[config.mk]
export PLATFORM = sky130hd
export DESIGN_NAME = acc_alu8
export DESIGN_NICKNAME = d
export VERILOG_FILES = /design/src/rtl/alu8_pkg.sv /design/src/rtl/alu8_binadd.sv /design/src/rtl/alu8_bcd.sv /design/src/rtl/alu8_logic.sv /design/src/rtl/acc_alu8.sv
export SDC_FILE = /design/constraint.sdc
export NUM_CORES = 1
export LEC_CHECK = 0
export ABC_AREA = 1
export CAP_MARGIN = 20
export CORE_MARGIN = 8
export CORE_UTILIZATION = 30
export DETAILED_ROUTE_END_ITERATION = 12
export HOLD_SLACK_MARGIN = 0.15
export PLACE_DENSITY_LB_ADDON = 0.05
export SYNTH_ARGS = -nofsm -noshare
export SYNTH_HDL_FRONTEND = slang
export SYNTH_HIERARCHICAL = 1
export SYNTH_SLANG_ARGS = --single-unit
[constraint.sdc]
create_clock -name clk -period 10.5 [get_ports clk]
set_input_delay 2.1 -clock clk [delete_from_list [all_inputs] [get_ports clk]]
set_output_delay 2.1 -clock clk [all_outputs]
set_load 0.005 [all_outputs]
[src/rtl/alu8_pkg.sv]
`timescale 1ns/1ps
package alu8_pkg;
    localparam int DATA_W = 8;
    localparam int NIB_W  = 4;
    localparam int OP_W   = 3;

    typedef enum logic [OP_W-1:0] {
        OP_ADD  = 3'd0,
        OP_SUB  = 3'd1,
        OP_AND  = 3'd2,
        OP_OR   = 3'd3,
        OP_XOR  = 3'd4,
        OP_CMP  = 3'd5,
        OP_RSV6 = 3'd6,
        OP_RSV7 = 3'd7
    } alu_op_e;

    typedef struct packed {
        logic n;
        logic v;
        logic z;
        logic c;
    } flags_t;

    function automatic logic is_arith(alu_op_e op);
        return (op == OP_ADD) || (op == OP_SUB);
    endfunction

    function automatic logic is_bitwise(alu_op_e op);
        return (op == OP_AND) || (op == OP_OR) || (op == OP_XOR);
    endfunction
endpackage

[src/rtl/alu8_binadd.sv]
`timescale 1ns/1ps
// Two's-complement adder; with sub set the operand is inverted first.
module alu8_binadd #(
    parameter int W = alu8_pkg::DATA_W
) (
    input  logic [W-1:0] a,
    input  logic [W-1:0] b,
    input  logic         cin,
    input  logic         sub,
    output logic [W-1:0] sum,
    output logic         cout,
    output logic         ovf
);
    logic [W-1:0] b_eff;
    logic [W:0]   full;

    assign b_eff = sub ? ~b : b;
    assign full  = {1'b0, a} + {1'b0, b_eff} + {{W{1'b0}}, cin};
    assign sum   = full[W-1:0];
    assign cout  = full[W];
    // Overflow: inputs agree in sign, result disagrees
    assign ovf   = (a[W-1] == b_eff[W-1]) && (sum[W-1] != a[W-1]);
endmodule

[src/rtl/alu8_bcd.sv]
`timescale 1ns/1ps
// Packed-decimal add/subtract, one correction stage per digit.
module alu8_bcd #(
    parameter int W  = alu8_pkg::DATA_W,
    parameter int NW = alu8_pkg::NIB_W
) (
    input  logic [W-1:0] a,
    input  logic [W-1:0] b,
    input  logic         cin,
    input  logic         sub,
    output logic [W-1:0] res,
    output logic         cout
);
    localparam int ND = W / NW;
    localparam int AW = NW + 2;   // add digit: up to 2*(2^NW-1)+1+6
    localparam int SW = NW + 1;   // sub digit: bit NW is the sign / borrow
    localparam logic [AW-1:0] DEC_MAX = AW'(9);
    localparam logic [AW-1:0] DIG_MAX = AW'((1 << NW) - 1);
    localparam logic [AW-1:0] ADJ_A   = AW'(6);
    localparam logic [SW-1:0] ADJ_S   = SW'(6);
    localparam logic [NW-1:0] TOP_ALL = {NW{1'b1}};

    logic [ND:0]   chain;        // carry (add) or borrow (sub) between digits
    logic [SW-1:0] top_raw;

    assign chain[0] = sub ? ~cin : cin;

    for (genvar d = 0; d < ND; d++) begin : g_dig
        logic [NW-1:0] da, db;
        logic [AW-1:0] a_raw, a_fix;
        logic [SW-1:0] s_raw, s_fix;

        assign da    = a[d*NW +: NW];
        assign db    = b[d*NW +: NW];
        assign a_raw = AW'(da) + AW'(db) + AW'(chain[d]);
        assign a_fix = (a_raw > DEC_MAX) ? a_raw + ADJ_A : a_raw;
        assign s_raw = SW'(da) - SW'(db) - SW'(chain[d]);
        assign s_fix = s_raw[NW] ? s_raw - ADJ_S : s_raw;

        assign chain[d+1]        = sub ? s_fix[NW] : (a_fix > DIG_MAX);
        assign res[d*NW +: NW]   = sub ? s_fix[NW-1:0] : a_fix[NW-1:0];

        if (d == ND - 1) begin : g_top
            assign top_raw = s_raw;
        end
    end

    // Subtract carry: top difference non-negative and not all-ones
    assign cout = sub ? (!top_raw[NW] && (top_raw[NW-1:0] != TOP_ALL))
                      : chain[ND];
endmodule

[src/rtl/alu8_logic.sv]
`timescale 1ns/1ps
module alu8_logic import alu8_pkg::*; #(
    parameter int W = DATA_W
) (
    input  alu_op_e      op,
    input  logic [W-1:0] a,
    input  logic [W-1:0] b,
    output logic [W-1:0] y
);
    always_comb begin
        unique case (op)
            OP_AND:  y = a & b;
            OP_OR:   y = a | b;
            OP_XOR:  y = a ^ b;
            default: y = a;
        endcase
    end
endmodule

[src/rtl/acc_alu8.sv]
`timescale 1ns/1ps
module acc_alu8 import alu8_pkg::*; #(
    parameter int W = DATA_W
) (
    input  logic         clk,
    input  logic         rst,
    input  logic [2:0]   op_i,
    input  logic [W-1:0] acc_i,
    input  logic [W-1:0] opnd_i,
    input  logic         c_i,
    input  logic         v_i,
    input  logic         dec_i,
    input  logic         cap_i,
    output logic [W-1:0] res_o,
    output logic         n_o,
    output logic         v_o,
    output logic         z_o,
    output logic         c_o,
    output logic [W-1:0] res_q,
    output logic [3:0]   flags_q
);
    alu_op_e op;
    assign op = alu_op_e'(op_i);

    // Binary adder is shared by add, subtract and compare
    logic         add_sub, add_cin, add_cout, add_ovf;
    logic [W-1:0] add_sum;
    assign add_sub = (op == OP_SUB) || (op == OP_CMP);
    assign add_cin = (op == OP_CMP) ? 1'b1 : c_i;

    alu8_binadd #(.W(W)) u_bin (
        .a(acc_i), .b(opnd_i), .cin(add_cin), .sub(add_sub),
        .sum(add_sum), .cout(add_cout), .ovf(add_ovf)
    );

    logic [W-1:0] bcd_res;
    logic         bcd_cout;
    alu8_bcd #(.W(W), .NW(NIB_W)) u_bcd (
        .a(acc_i), .b(opnd_i), .cin(c_i), .sub(op == OP_SUB),
        .res(bcd_res), .cout(bcd_cout)
    );

    logic [W-1:0] log_res;
    alu8_logic #(.W(W)) u_log (.op(op), .a(acc_i), .b(opnd_i), .y(log_res));

    logic [W-1:0] res_n;
    flags_t       flg_n;

    always_comb begin
        res_n = acc_i;
        flg_n = '{n: acc_i[W-1], v: v_i, z: (acc_i == '0), c: c_i};
        if (is_arith(op)) begin
            if (dec_i) begin
                res_n = bcd_res;
                flg_n = '{n: 1'b0, v: 1'b0, z: (bcd_res == '0), c: bcd_cout};
            end else begin
                res_n = add_sum;
                flg_n = '{n: add_sum[W-1], v: add_ovf, z: (add_sum == '0), c: add_cout};
            end
        end else if (is_bitwise(op)) begin
            res_n = log_res;
            flg_n = '{n: log_res[W-1], v: v_i, z: (log_res == '0), c: c_i};
        end else if (op == OP_CMP) begin
            flg_n = '{n: add_sum[W-1], v: v_i, z: (acc_i == opnd_i), c: add_cout};
        end
    end

    assign res_o = res_n;
    assign n_o   = flg_n.n;
    assign v_o   = flg_n.v;
    assign z_o   = flg_n.z;
    assign c_o   = flg_n.c;

    flags_t flg_q;
    always_ff @(posedge clk) begin
        if (rst) begin
            res_q <= '0;
            flg_q <= '0;
        end else if (cap_i) begin
            res_q <= res_n;
            flg_q <= flg_n;
        end
    end
    assign flags_q = flg_q;


    dec_nv_zero_chk: assert property (@(posedge clk) disable iff (rst)
        (dec_i && (op_i <= 3'd1)) |-> (!n_o && !v_o && (z_o == (res_o == '0))));

    cmp_keep_chk: assert property (@(posedge clk) disable iff (rst)
        (op_i == 3'd5) |-> ((res_o == acc_i) && (v_o == v_i) && (c_o == (acc_i >= opnd_i))));

    bitwise_pass_chk: assert property (@(posedge clk) disable iff (rst)
        ((op_i >= 3'd2) && (op_i <= 3'd4)) |-> ((c_o == c_i) && (v_o == v_i)));

    bin_nz_chk: assert property (@(posedge clk) disable iff (rst)
        (!dec_i && (op_i <= 3'd1)) |-> ((n_o == res_o[W-1]) && (z_o == (res_o == '0))));

    cap_load_chk: assert property (@(posedge clk) disable iff (rst)
        cap_i |=> ((res_q == $past(res_o)) && (flags_q == $past({n_o, v_o, z_o, c_o}))));

    cap_hold_chk: assert property (@(posedge clk) disable iff (rst)
        !cap_i |=> ($stable(res_q) && $stable(flags_q)));

    rst_clear_chk: assert property (@(posedge clk)
        rst |=> ((res_q == '0) && (flags_q == 4'd0)));
endmodule

Word-level counts from Yosys, hierarchy flattened
Cells that the tools add are included.
W data, S select, Z words.
{ "op_classes": {"shifts": 0, "n_eq_ne": 9, "div_mod_pow": 0, "mul": 0, "reduce_logical": 12, "magnitude_cmp": 4, "add_sub_neg": 14, "n_bitwise": 5, "n_mux": 19} }
{ "op_table": {"columns": ["operator", "n"], "rows": [
  ["$logic_not A8 Y1", 4],
  ["$mux W8", 4],
  ["$mux W4", 7],
  ["$gt A6 B4 Y1 const B", 4],
  ["$pmux W8 S3", 1],
  ["$add A6 B1 Y6", 2],
  ["$add A6 B3 Y6 const B", 2],
  ["$mux W6", 2],
  ["$add A4 B4 Y5", 2],
  ["$sub A4 B4 Y5", 2],
  ["$sub A5 B1 Y5", 2],
  ["$add A8 B8 Y9", 1],
  ["$add A9 B1 Y9", 1],
  ["$and A8 B8 Y8", 1],
  ["$eq A8 B8 Y1", 1],
  ["$not A8 Y8", 1],
  ["$or A8 B8 Y8", 1],
  ["$xor A8 B8 Y8", 1],
  ["$eq A3 B2 Y1 const B", 2],
  ["$eq A3 B3 Y1 const B", 2],
  ["$mux W5", 1],
  ["$sub A5 B3 Y5 const B", 1],
  ["$logic_or A1 B1 Y1", 4],
  ["$mux W1", 4],
  ["other kinds (9)", 10]
]} }
{ "totals": {"elab_cells": 68, "inputBits": 25, "ramBits": 0, "out_inout_bits": 24, "latchBits": 0, "reg_bits": 12, "n_memories": 0, "mem_bits_ro": 0} }

Depth between registers and ports, before layout
Gate-level depths: netlist of the first run.
{ "depth": {"depth_word": 14, "mapped_depth": 35, "mapped_depth_nobuf": 34} }

Modules after synthesis
The synthesis of the first run kept the hierarchy.
{ "by_module_without_submodules": {"columns": ["mod", "n_inst", "cells_each", "area_each_um2", "seq_area_each_um2"], "rows": [
  ["alu8_bcd", 1, 203, 1290.0, 0.0],
  ["acc_alu8", 1, 188, 1121.1, 240.2],
  ["alu8_logic", 1, 89, 581.8, 0.0],
  ["alu8_binadd", 1, 72, 460.4, 0.0]
]} }

Least setup slack after synthesis of the first run
No wires, ideal clock.
{ "synth_timing": {"path_type": "input -> output", "from": "in op_i[1]", "to": "out z_o", "t_required_ns": 8.400, "cell_stages": 29, "t_arrival_ns": 6.065, "n_path_buf": 1, "setup_slack_ns": 2.335, "cell_sequence": "inv_2 nand2_4 nor2_1 buf_2 xnor2_1 inv_1 fa_1 inv_1 fa_1 nand2_1 nand3_1 nand3_2 nand2_4 xnor2_1 inv_1 ha_1 o21bai_1 fa_1 o21ai_0 nand2_1 xor2_1 nor2_1 o21ai_0 nand2_1 nor4_1 nand3_1 nand3_1 nand2_1 inv_1"} }
{ "synth_between": {"elab_chain_cells": 14, "elab_cells_between_ends": 41, "classes_between": "add/sub (10); order compare (3); eq/ne (5); mux (15); reduce/logical (8)"} }
{ "synth_lines": {"columns": ["item", "line", "rtl"], "rows": [
  ["start, declared", "acc_alu8.sv:7", "input logic [2:0] op_i,"],
  ["$eq A3 B1 Y1 (*)", "acc_alu8.sv:39", ".a(acc_i), .b(opnd_i), .cin(c_i), .sub(op == OP_SUB),"],
  ["$mux W1", "alu8_bcd.sv:26", "assign chain[0] = sub ? ~cin : cin;"],
  ["$add A6 B1 Y6", "alu8_bcd.sv:35", "assign a_raw = AW'(da) + AW'(db) + AW'(chain[d]);"],
  ["$add A6 B3 Y6 or $gt A6 B4 Y1 (tied branches)", "alu8_bcd.sv:36", "assign a_fix = (a_raw > DEC_MAX) ? a_raw + ADJ_A : a_raw;"],
  ["$mux W6", "alu8_bcd.sv:36", null],
  ["$gt A6 B4 Y1", "alu8_bcd.sv:40", "assign chain[d+1] = sub ? s_fix[NW] : (a_fix > DIG_MAX);"],
  ["$mux W1", "alu8_bcd.sv:40", null],
  ["$add A6 B1 Y6 or $sub A5 B1 Y5 (tied branches)", "alu8_bcd.sv:35, alu8_bcd.sv:37", null],
  ["$add A6 B3 Y6, or another cell as far along", "alu8_bcd.sv:36", null],
  ["$mux W6 or $mux W4 (tied branches)", "alu8_bcd.sv:36, alu8_bcd.sv:38", null],
  ["$mux W4 (*)", "alu8_bcd.sv:41", "assign res[d*NW +: NW] = sub ? s_fix[NW-1:0] : a_fix[NW-1:0];"],
  ["named net bcd_res[7]", "acc_alu8.sv:36", "logic [W-1:0] bcd_res;"],
  ["$logic_not A8 Y1 (*)", "acc_alu8.sv:55", "flg_n = '{n: 1'b0, v: 1'b0, z: (bcd_res == '0), c: bcd_cout};"],
  ["$mux W4 (*)", "acc_alu8.sv:53", "if (dec_i) begin"],
  ["$mux W4 (*)", "acc_alu8.sv:52", "if (is_arith(op)) begin"],
  ["end, declared", "acc_alu8.sv:17", "output logic z_o,"]
]} }
The timed path passes the listed nets; every way through them passes the cells marked *.

Worst setup path after layout of the first run
{ "layout_timing": {"from": "in op_i[0]", "to": "out z_o"} }
Same word-level chain as after synthesis.

==> results by group, run 1 <==
Worst setup path
  • Worst endpoint required time: 8.40 ns
  • Reg-to-reg setup timing slack: 9.82 ns
  • Crit path DAT: 7.83 ns
  • Worst path slowest cell: clkdlybuf4s50_1
  • Worst setup EP type: primary output
  • Startpoint Class: input port
  • Max incr delay on CP: 0.70 ns
  • Critical path class: in2out
  • Worst-path maximum fanout: 6

Flow run
  • MaxCap Viol Count: 0

Die
  • Rows: 39
  • Die height: 123 µm
  • Initial Utilization: 30.5%
  • Io pins: 49
  • Core Area: 11300 µm²
  • Die width: 123 µm
  • Die area: 15200 µm²

Drt
  • DRC viols: 0
  • DR vias/cell: 4.75
  • First DRT Iteration DRCs: 230
  • Post-route ant nets: 0
  • Drt first pass iters: 4
  • Routed vias: 3537
  • Overall routed net length: 10800 µm
  • Avg WL per Cell: 14.5 µm

Yosys
  • Mapped Area: 3450 µm²
  • YS warnings: 6
  • Gate Count Post-Synth: 552
  • Post-Syn Nets: 631
  • Post-synthesis sequential area ratio: 6.96%
  • Synth cell types: 49
  • Primary FF master, synth: dfxtp_1
  • Synth Area per Inst: 6.26 µm²
  • Post-synth EDFFs: 0
  • Synth area leaders: ha_1, inv_1, nand2_1
  • Number of synthesized register bits: 12
  • Synth top cells by count: inv_1, nand2_1, ha_1, nand3_1, nor2_1
  • Synth async-reset ratio: 0%
  • Synth top area share: 16.7%
  • Most common cell in the netlist: inv_1
  • Cell accounting for the most synthesized area: ha_1

Power and ir drop
  • Max VDD drop: 0.0000810 V
  • Pwr dens: 98.2 nW/µm²
  • Power, Total: 0.409 mW
  • Pleak: 2.23 nW

Timing
  • Fmax: 101 MHz
  • Final worst path period share: 94.5%
  • Worst slew pin tran: 0.759 ns
  • Tmin final: 9.93 ns
  • RSZ-0062 raised after global routing: no
  • Setup Skew: 0 ns
  • Relative slew slack: 49.2%
  • Final setup TNS: 0 ns
  • Fin. max-slew vios: 0
  • Setup Viol. Count Final: 0
  • Final Hold Viols: 0

Cells and area
  • Post-layout util: 36.8%
  • Layout area overhead: 20.7%
  • Nets: 681
  • Fraction of layout cells with a size suffix above 1: 9.98%
  • Diodes inserted: 0
  • Layout Cells excl Fill: 744
  • Filler cells: 1273

Clock tree
  • CTS tree: yes
  • Root buf cell: clkbuf_16
  • Clk buf depth: 2
  • Hold-fix buffers, CTS: 0
  • TritonCTS Sinks: 12
  • Clock latency on the worst-skew pair: 0.24 ns
  • Clock transition at the registers of the reported paths: 0.04 ns
  • # resized after CTS: 0
  • Cts bufs inserted: 3
  • Postcts setup bufs: 0
  • H-tree depth: 1

Global route
  • Total track usage: 14.3%
  • Antenna violations before repair: 0
  • Largest net degree at the start of global routing: 25
  • GRT overflow: 0
  • Vias in the first global route: 3398
  • First-pass GRT wire length: 17500 µm

Placement
  • DPL Wire Length: 8770 µm
  • Placed cell count: 740
  • GPL Wtd Cong: 0.842
  • PortBufs: 48

Run status
  • Status: completed

Worst hold path
  • Hold crit path type: reg2reg
==> kinds of logic after synthesis <==
logic type               Yosys count  share of synthesized area, %
adder cells (fa/ha/maj)           54                          21.3
AO/OA/AOI/OAI                     81                          14.3
AND/OR/NAND/NOR                  237                          33.3
XOR/XNOR                          29                          7.57
buffers and inverters            139                          16.6
flip-flops                        12                          6.96
==> metal layers <==
metal  vias to the layer above  GRT usage (%)  routed length [µm]
li1                       1847              -                   -
met1                      1615           20.7                5420
met2                        72           23.7                4920
met3                         3          0.822                 446
met4                         0           1.13                  28
met5                         -              0                   0
==> sequential cells by signal (all words and copies together) (netlist names) <==
register / count
res_q: 8
flags_q: 4
==> worst paths after layout <==
path / start / end / cells past startpoint
hold / removal: flags_q[0] / flags_q[0] / 2
setup reg to reg: res_q[4] / res_q[4] / 2
hold reg to reg: flags_q[0] / flags_q[0] / 2
setup / recovery: op_i[0] / z_o / 29
==> layout by cell type, fill, tap and decap left out, types with 15 or more instances in the layout <==
cell type,instances
a21oi_1,23
clkdlybuf4s50_1,48
ha_1,46
inv_1,120
nand2_1,109
nand3_1,42
nand4_1,18
nor2_1,33
o21ai_0,28
xnor2_1,15
==> worst max-delay path, delay by kind of cell <==
kind                       cells  cell delay, ns
AOI/OAI and AO/OA              3            0.56
and+or+nand+nor               13            1.58
buffers and inverters          6            1.50
xor gates and xnor gates       3            0.63
adders and majority gates      4            1.44
==> stage by stage <==
step                cell area [µm²]  hold WS [ns]  worst slack (ns)
finish                         4170         0.521             0.574
global route                   4170         0.543            0.0501
CTS                            4170         0.524             0.546
detailed placement             4080         0.514             0.563
global placement               4080         0.506             0.719
floorplan                      3450         0.514              2.34
==> cell type report <==
| cell class | count | area (µm²) | area share, % |
|---|---|---|---|
| clock buffers | 4 | 88.8 | 2.13 |
| inverters | 128 | 480 | 11.5 |
| multi-input cells | 401 | 2640 | 63.3 |
| flip-flops and latches | 12 | 240 | 5.76 |
| well taps | 143 | 179 | 4.29 |
| repair buffers | 56 | 541 | 13.0 |
==> where the power goes <==
part	total (mW)	internal [mW]	switching (mW)
combinational	0.281	0.112	0.169
clock	0.0773	0.0575	0.0199
sequential	0.0515	0.0498	0.00176
Note: power is estimated with default switching activity, not from simulation.
==> run 2, diff against run 1 <==
--- a/config.mk
+++ b/config.mk
@@ -12,6 +12,7 @@
 export DETAILED_ROUTE_END_ITERATION = 12
 export HOLD_SLACK_MARGIN = 0.15
 export PLACE_DENSITY_LB_ADDON = 0.05
+export RECOVER_POWER = 25
 export SYNTH_ARGS = -nofsm -noshare
 export SYNTH_HDL_FRONTEND = slang
 export SYNTH_HIERARCHICAL = 1
==> results by group, run 2 (synthesis gave the netlist of run 1 again) <==
Timing
  • Final Hold Viols: 0 (unchanged)
  • Worst slew pin tran: 0.759 ns (+0.0000513 ns)
  • Fmax: 101 MHz (about the same)
  • RSZ-0062 raised after global routing: no
  • Setup Viol. Count Final: 0 (unchanged)
  • Fin. max-slew vios: 0 (unchanged)
  • Final worst path period share: 94.5% (about the same)
  • Setup Skew: 0 ns (unchanged)
  • Final setup TNS: 0 ns (unchanged)
  • Relative slew slack: 49.2% (about the same)
  • Tmin final: 9.93 ns (+0.000970 ns)

Cells and area
  • Layout area overhead: 20.7% (unchanged)
  • Top reg by flops: res_q
  • Filler cells: 1273 (unchanged)
  • Most frequent cells in the layout: inv_1, nand2_1, ha_1
  • Commonest non-fill, non-tap cell in the layout: inv_1
  • Nets: 681 (unchanged)
  • Area of the multi-input gates: 2640 µm² (unchanged)
  • Register Area: 240 µm² (unchanged)
  • Largest register FFs: 8 (unchanged)
  • Fraction of layout cells with a size suffix above 1: 9.98% (unchanged)
  • Post-layout util: 36.8% (unchanged)
  • Diodes inserted: 0 (unchanged)

Clock tree
  • Clk buf depth: 2 (unchanged)
  • # resized after CTS: 0 (unchanged)
  • Root buf cell: clkbuf_16
  • Postcts setup bufs: 0 (unchanged)
  • Clock transition at the registers of the reported paths: 0.04 ns (about the same)
  • Clock latency on the worst-skew pair: 0.24 ns (about the same)
  • Hold-fix buffers, CTS: 0 (unchanged)
  • TritonCTS Sinks: 12 (unchanged)
  • CTS tree: yes
  • H-tree depth: 1 (unchanged)
  • Cts bufs inserted: 3 (unchanged)

Die
  • Core Area: 11300 µm² (unchanged)
  • Die area: 15200 µm² (unchanged)
  • Rows: 39 (unchanged)
  • Io pins: 49 (unchanged)
  • Initial Utilization: 30.5% (unchanged)
  • Die height: 123 µm (unchanged)
  • Die width: 123 µm (unchanged)

Global route
  • GRT overflow: 0 (unchanged)
  • First-pass GRT wire length: 17500 µm (unchanged)
  • Total track usage: 14.3% (unchanged)
  • Vias in the first global route: 3398 (unchanged)
  • Antenna violations before repair: 0 (unchanged)
  • Largest net degree at the start of global routing: 25 (unchanged)

Power and ir drop
  • Seq pwr share: 12.6% (about the same)
  • Net switching power: 0.191 mW (about the same)
  • Combinational share of power: 68.5% (about the same)
  • Clock power frac: 19.0% (about the same)
  • Sw Share: 46.7% (+0.12 points)
  • Pleak: 2.25 nW (+0.84%)
  • Max VDD drop: 0.0000805 V (-0.55%)
  • Cell internal pwr: 0.218 mW (-0.51%)
  • Pwr dens: 97.9 nW/µm² (-0.28%)

Worst setup path
  • Worst path slowest cell: clkdlybuf4s50_1
  • Worst setup EP type: primary output
  • Reg-to-reg setup timing slack: 9.82 ns (about the same)
  • Max incr delay on CP: 0.70 ns (about the same)
  • Worst-path maximum fanout: 6 (unchanged)
  • Crit path DAT: 7.83 ns (about the same)
  • Startpoint Class: input port
  • Worst endpoint required time: 8.40 ns (about the same)
  • Critical path class: in2out

Run status
  • Status: completed

Placement
  • GPL Wtd Cong: 0.842 (unchanged)
  • PortBufs: 48 (unchanged)
  • DPL Wire Length: 8770 µm (unchanged)

Drt
  • Post-route ant nets: 0 (unchanged)
  • Drt first pass iters: 4 (unchanged)
  • Routed vias: 3541 (+0.11%)
  • DR vias/cell: 4.76 (+0.11%)
  • DRC viols: 0 (unchanged)
  • Avg WL per Cell: 14.5 µm (about the same)
  • First DRT Iteration DRCs: 230 (unchanged)
  • Overall routed net length: 10800 µm (about the same)

Worst hold path
  • Hold crit path type: reg2reg

Flow run
  • MaxCap Viol Count: 0 (unchanged)
-- run 2: per-stage QoR --
stage                     area [µm²]  std cells  hold WS (ns)  setup WS, ns  power (mW)
final                           4170        744         0.517         0.573       0.408
after floorplan                 3450        552         0.514          2.34       0.240
after global routing            4170        744         0.538        0.0501       0.450
after CTS                       4170        744         0.524         0.546       0.412
after detailed placement        4080        740         0.514         0.563       0.332
after global placement          4080        740         0.506         0.719       0.330
-- run 2: layer usage --
metal	share of wire [%]	up-vias	global-route usage, %
li1	-	1846	-
met1	50	1615	20.7
met2	45	77	23.7
met3	4.3	3	0.822
met4	0.26	0	1.13
met5	0	-	0
-- run 2: final timing paths --
check	from	cells after the start	endpoint
hold / removal	flags_q[0]	2	flags_q[0]
setup / recovery	op_i[0]	29	z_o
hold reg to reg	flags_q[0]	2	flags_q[0]
setup reg to reg	res_q[4]	2	res_q[4]
-- run 2: cell type report --
cell class | count | area share (%)
inverters | 128 | 11.5
flip-flops and latches | 12 | 5.76
repair buffers | 56 | 13.0
multi-input cells | 401 | 63.3
well taps | 143 | 4.29
clock buffers | 4 | 2.13
-- run 2: worst max-delay path: cells and delay by family --
family / cells / cell delay (ns)
simple gates: 13 / 1.58
compound gates: 3 / 0.56
buf+inv: 6 / 1.50
xor+xnor: 3 / 0.63
fa+ha+maj: 4 / 1.44
-- run 2: power by group through the flow --
stage,clock [mW],combinational [mW],sequential (mW)
4_1_cts,0.0789,0.281,0.0516
3_5_place_dp,0,0.280,0.0524
3_3_place_gp,0,0.278,0.0522
5_1_grt,0.0823,0.316,0.0518
2_1_floorplan,0,0.188,0.0526
6_report,0.0774,0.279,0.0514
==> run 3, diff against run 2 <==
--- a/config.mk
+++ b/config.mk
@@ -9,9 +9,9 @@
 export CAP_MARGIN = 20
 export CORE_MARGIN = 8
 export CORE_UTILIZATION = 30
+export CTS_BUF_LIST = sky130_fd_sc_hd__clkbuf_4 sky130_fd_sc_hd__clkbuf_8
 export DETAILED_ROUTE_END_ITERATION = 12
 export HOLD_SLACK_MARGIN = 0.15
-export PLACE_DENSITY_LB_ADDON = 0.05
 export RECOVER_POWER = 25
 export SYNTH_ARGS = -nofsm -noshare
 export SYNTH_HDL_FRONTEND = slang
==> constraint.sdc (replaced) <==
create_clock -name clk -period 8 [get_ports clk]
set_input_delay 1.6 -clock clk [delete_from_list [all_inputs] [get_ports clk]]
set_output_delay 1.6 -clock clk [all_outputs]
set_load 0.005 [all_outputs]
==> results by group, run 3 (synthesis gave the netlist of run 1 again) <==
Global route
  • First-pass GRT wire length: 17100 µm (-2.1%)
  • Total track usage: 13.6% (-0.78 points)
  • GRT overflow: 0 (unchanged)
  • Largest net degree at the start of global routing: 25 (unchanged)
  • Vias in the first global route: 3774 (+11%)
  • Antenna violations before repair: 0 (unchanged)

Cells and area
  • Commonest non-fill, non-tap cell in the layout: inv_1
  • Most frequent cells in the layout: inv_1, nand2_1, buf_4
  • Register Area: 240 µm² (unchanged)
  • Largest register FFs: 8 (unchanged)
  • Post-layout util: 40.4% (+3.6 points)
  • Final instance area: 4570 µm² (+9.7%)
  • Area of the multi-input gates: 2750 µm² (+4.1%)
  • Layout area overhead: 32.4%
  • Fraction of layout cells with a size suffix above 1: 19.7% (+9.7 points)
  • Diodes inserted: 0 (unchanged)
  • Filler cells: 1194 (-6.2%)
  • Nets: 725 (+6.5%)
  • Top reg by flops: res_q

Timing
  • Final worst path period share: 97.0%
  • Final Hold Viols: 0 (unchanged)
  • Relative slew slack: 49.8% (+0.56 points)
  • Fmax: 129 MHz
  • Setup Viol. Count Final: 0 (unchanged)
  • Worst slew pin tran: 0.751 ns (-0.00840 ns)
  • Hold_ws: 0.523 ns (+0.00568 ns)
  • Setup Skew: 0 ns (unchanged)
  • Tmin final: 7.76 ns
  • Fin. max-slew vios: 0 (unchanged)

Drt
  • Overall routed net length: 10400 µm (-3.6%)
  • Drt first pass iters: 4 (unchanged)
  • First DRT Iteration DRCs: 235 (+2.2%)
  • Avg WL per Cell: 13.2 µm (-9.0%)
  • DR vias/cell: 4.82 (+1.3%)
  • DRC viols: 0 (unchanged)
  • Post-route ant nets: 0 (unchanged)
  • Routed vias: 3798 (+7.3%)

Worst setup path
  • Startpoint Class: input port
  • Setup crit start: op_i[1]
  • Worst endpoint required time: 6.40 ns (-2.00 ns)
  • Cell family contributing the most delay on the critical path: adder cells
  • Worst r2r src: res_q[6]
  • Worst setup EP type: primary output
  • Most frequent CP cell: nand2_1
  • Crit path buf inv count: 7 (+1)
  • Worst path slowest cell: fa_2
  • Worst-path maximum fanout: 3 (-3)
  • Max incr delay on CP: 0.54 ns (-0.16 ns)
  • Crit path DAT: 6.16 ns (-1.67 ns)
  • Critical path class: in2out

Power and ir drop
  • Seq pwr share: 11.8% (-0.8 points)
  • Sw Share: 46.4% (-0.22 points)
  • Cell internal pwr: 0.308 mW (+41%)
  • Pwr dens: 126 nW/µm² (+28%)
  • Clock power frac: 11.7% (-7.3 points)
  • Power, Total: 0.574 mW (+41%)
  • Combinational share of power: 76.6% (+8.1 points)
  • Net switching power: 0.267 mW (+40%)
  • Max VDD drop: 0.0000645 V (-20%)
  • Pleak: 2.52 nW (+12%)

Die
  • Die height: 123 µm (unchanged)
  • Die width: 123 µm (unchanged)
  • Core Area: 11300 µm² (unchanged)
  • Rows: 39 (unchanged)
  • Initial Utilization: 30.5% (unchanged)
  • Io pins: 49 (unchanged)
  • Die area: 15200 µm² (unchanged)

Clock tree
  • CTS tree: yes
  • Hold-fix buffers, CTS: 0 (unchanged)
  • TritonCTS Sinks: 12 (unchanged)
  • Clk buf depth: 2 (unchanged)
  • Clock transition at the registers of the reported paths: 0.06 ns (+0.02 ns)
  • Root buf cell: clkbuf_8
  • Clock latency on the worst-skew pair: 0.24 ns (about the same)
  • Cts bufs inserted: 3 (unchanged)
  • H-tree depth: 1 (unchanged)

Worst hold path
  • Hold crit path type: reg2reg
  • Min-delay src: res_q[2]

Placement
  • PortBufs: 48 (unchanged)
  • DPL Wire Length: 8610 µm (-1.9%)
  • Dpl cell area: 4360 µm² (+6.8%)
  • GPL Wtd Cong: 0.905 (+7.5%)

Flow run
  • MaxCap Viol Count: 0 (unchanged)

Run status
  • Status: completed
## run 3: layer usage
metal / vias up / track usage [%] / wire (µm)
met4: 0 / 3.69 / 193
met1: 1764 / 16.7 / 4590
met5: - / 0 / 0
met2: 81 / 24.6 / 5320
li1: 1937 / - / -
met3: 16 / 1.23 / 338
## run 3: what timing repair did
item / 4_1_cts / 5_1_grt
resized for setup: 19 / 22
pin swaps: 6 / 11
setup buffers: 3 / 4
setup endpoints to repair: 5 / 5
## run 3: layout make-up
| type | count | area share, % |
|---|---|---|
| Sequential cell | 12 | 5.25 |
| Timing Repair Buffer | 100 | 19.0 |
| Tap cell | 143 | 3.91 |
| Inverter | 128 | 10.5 |
| Clock buffer | 4 | 1.20 |
| Multi-Input combinational cell | 401 | 60.1 |
## run 3: worst min-delay path: cells and delay by family, from the launching register on
| kind | cells | cell delay [ns] |
|---|---|---|
| flops | 1 | 0.32 |
| compound gates | 2 | 0.17 |
## run 3: power groups by stage
stage	clock network [mW]	logic [mW]	registers (mW)
2_1_floorplan	0	0.246	0.0691
3_3_place_gp	0	0.398	0.0686
3_5_place_dp	0	0.409	0.0690
4_1_cts	0.0673	0.420	0.0678
5_1_grt	0.0715	0.488	0.0682
6_report	0.0670	0.440	0.0675
## run 3: path summary, 6_finish.rpt
check	depth (start not counted)	slack, ns	end
max	31	0.24	c_o
min	2	0.52	res_q[2]
min reg2reg	2	0.52	res_q[2]
max reg2reg	2	7.30	res_q[6]
## run 3: metrics by stage
step	setup slack [ns]	std cells	TNS, ns
after floorplan	0.835	552	0
after global placement	-0.441	777	-1.38
after detailed placement	-0.636	777	-2.26
after CTS	0.0138	784	0
after global routing	-0.0335	788	-0.0632
final	0.243	788	0
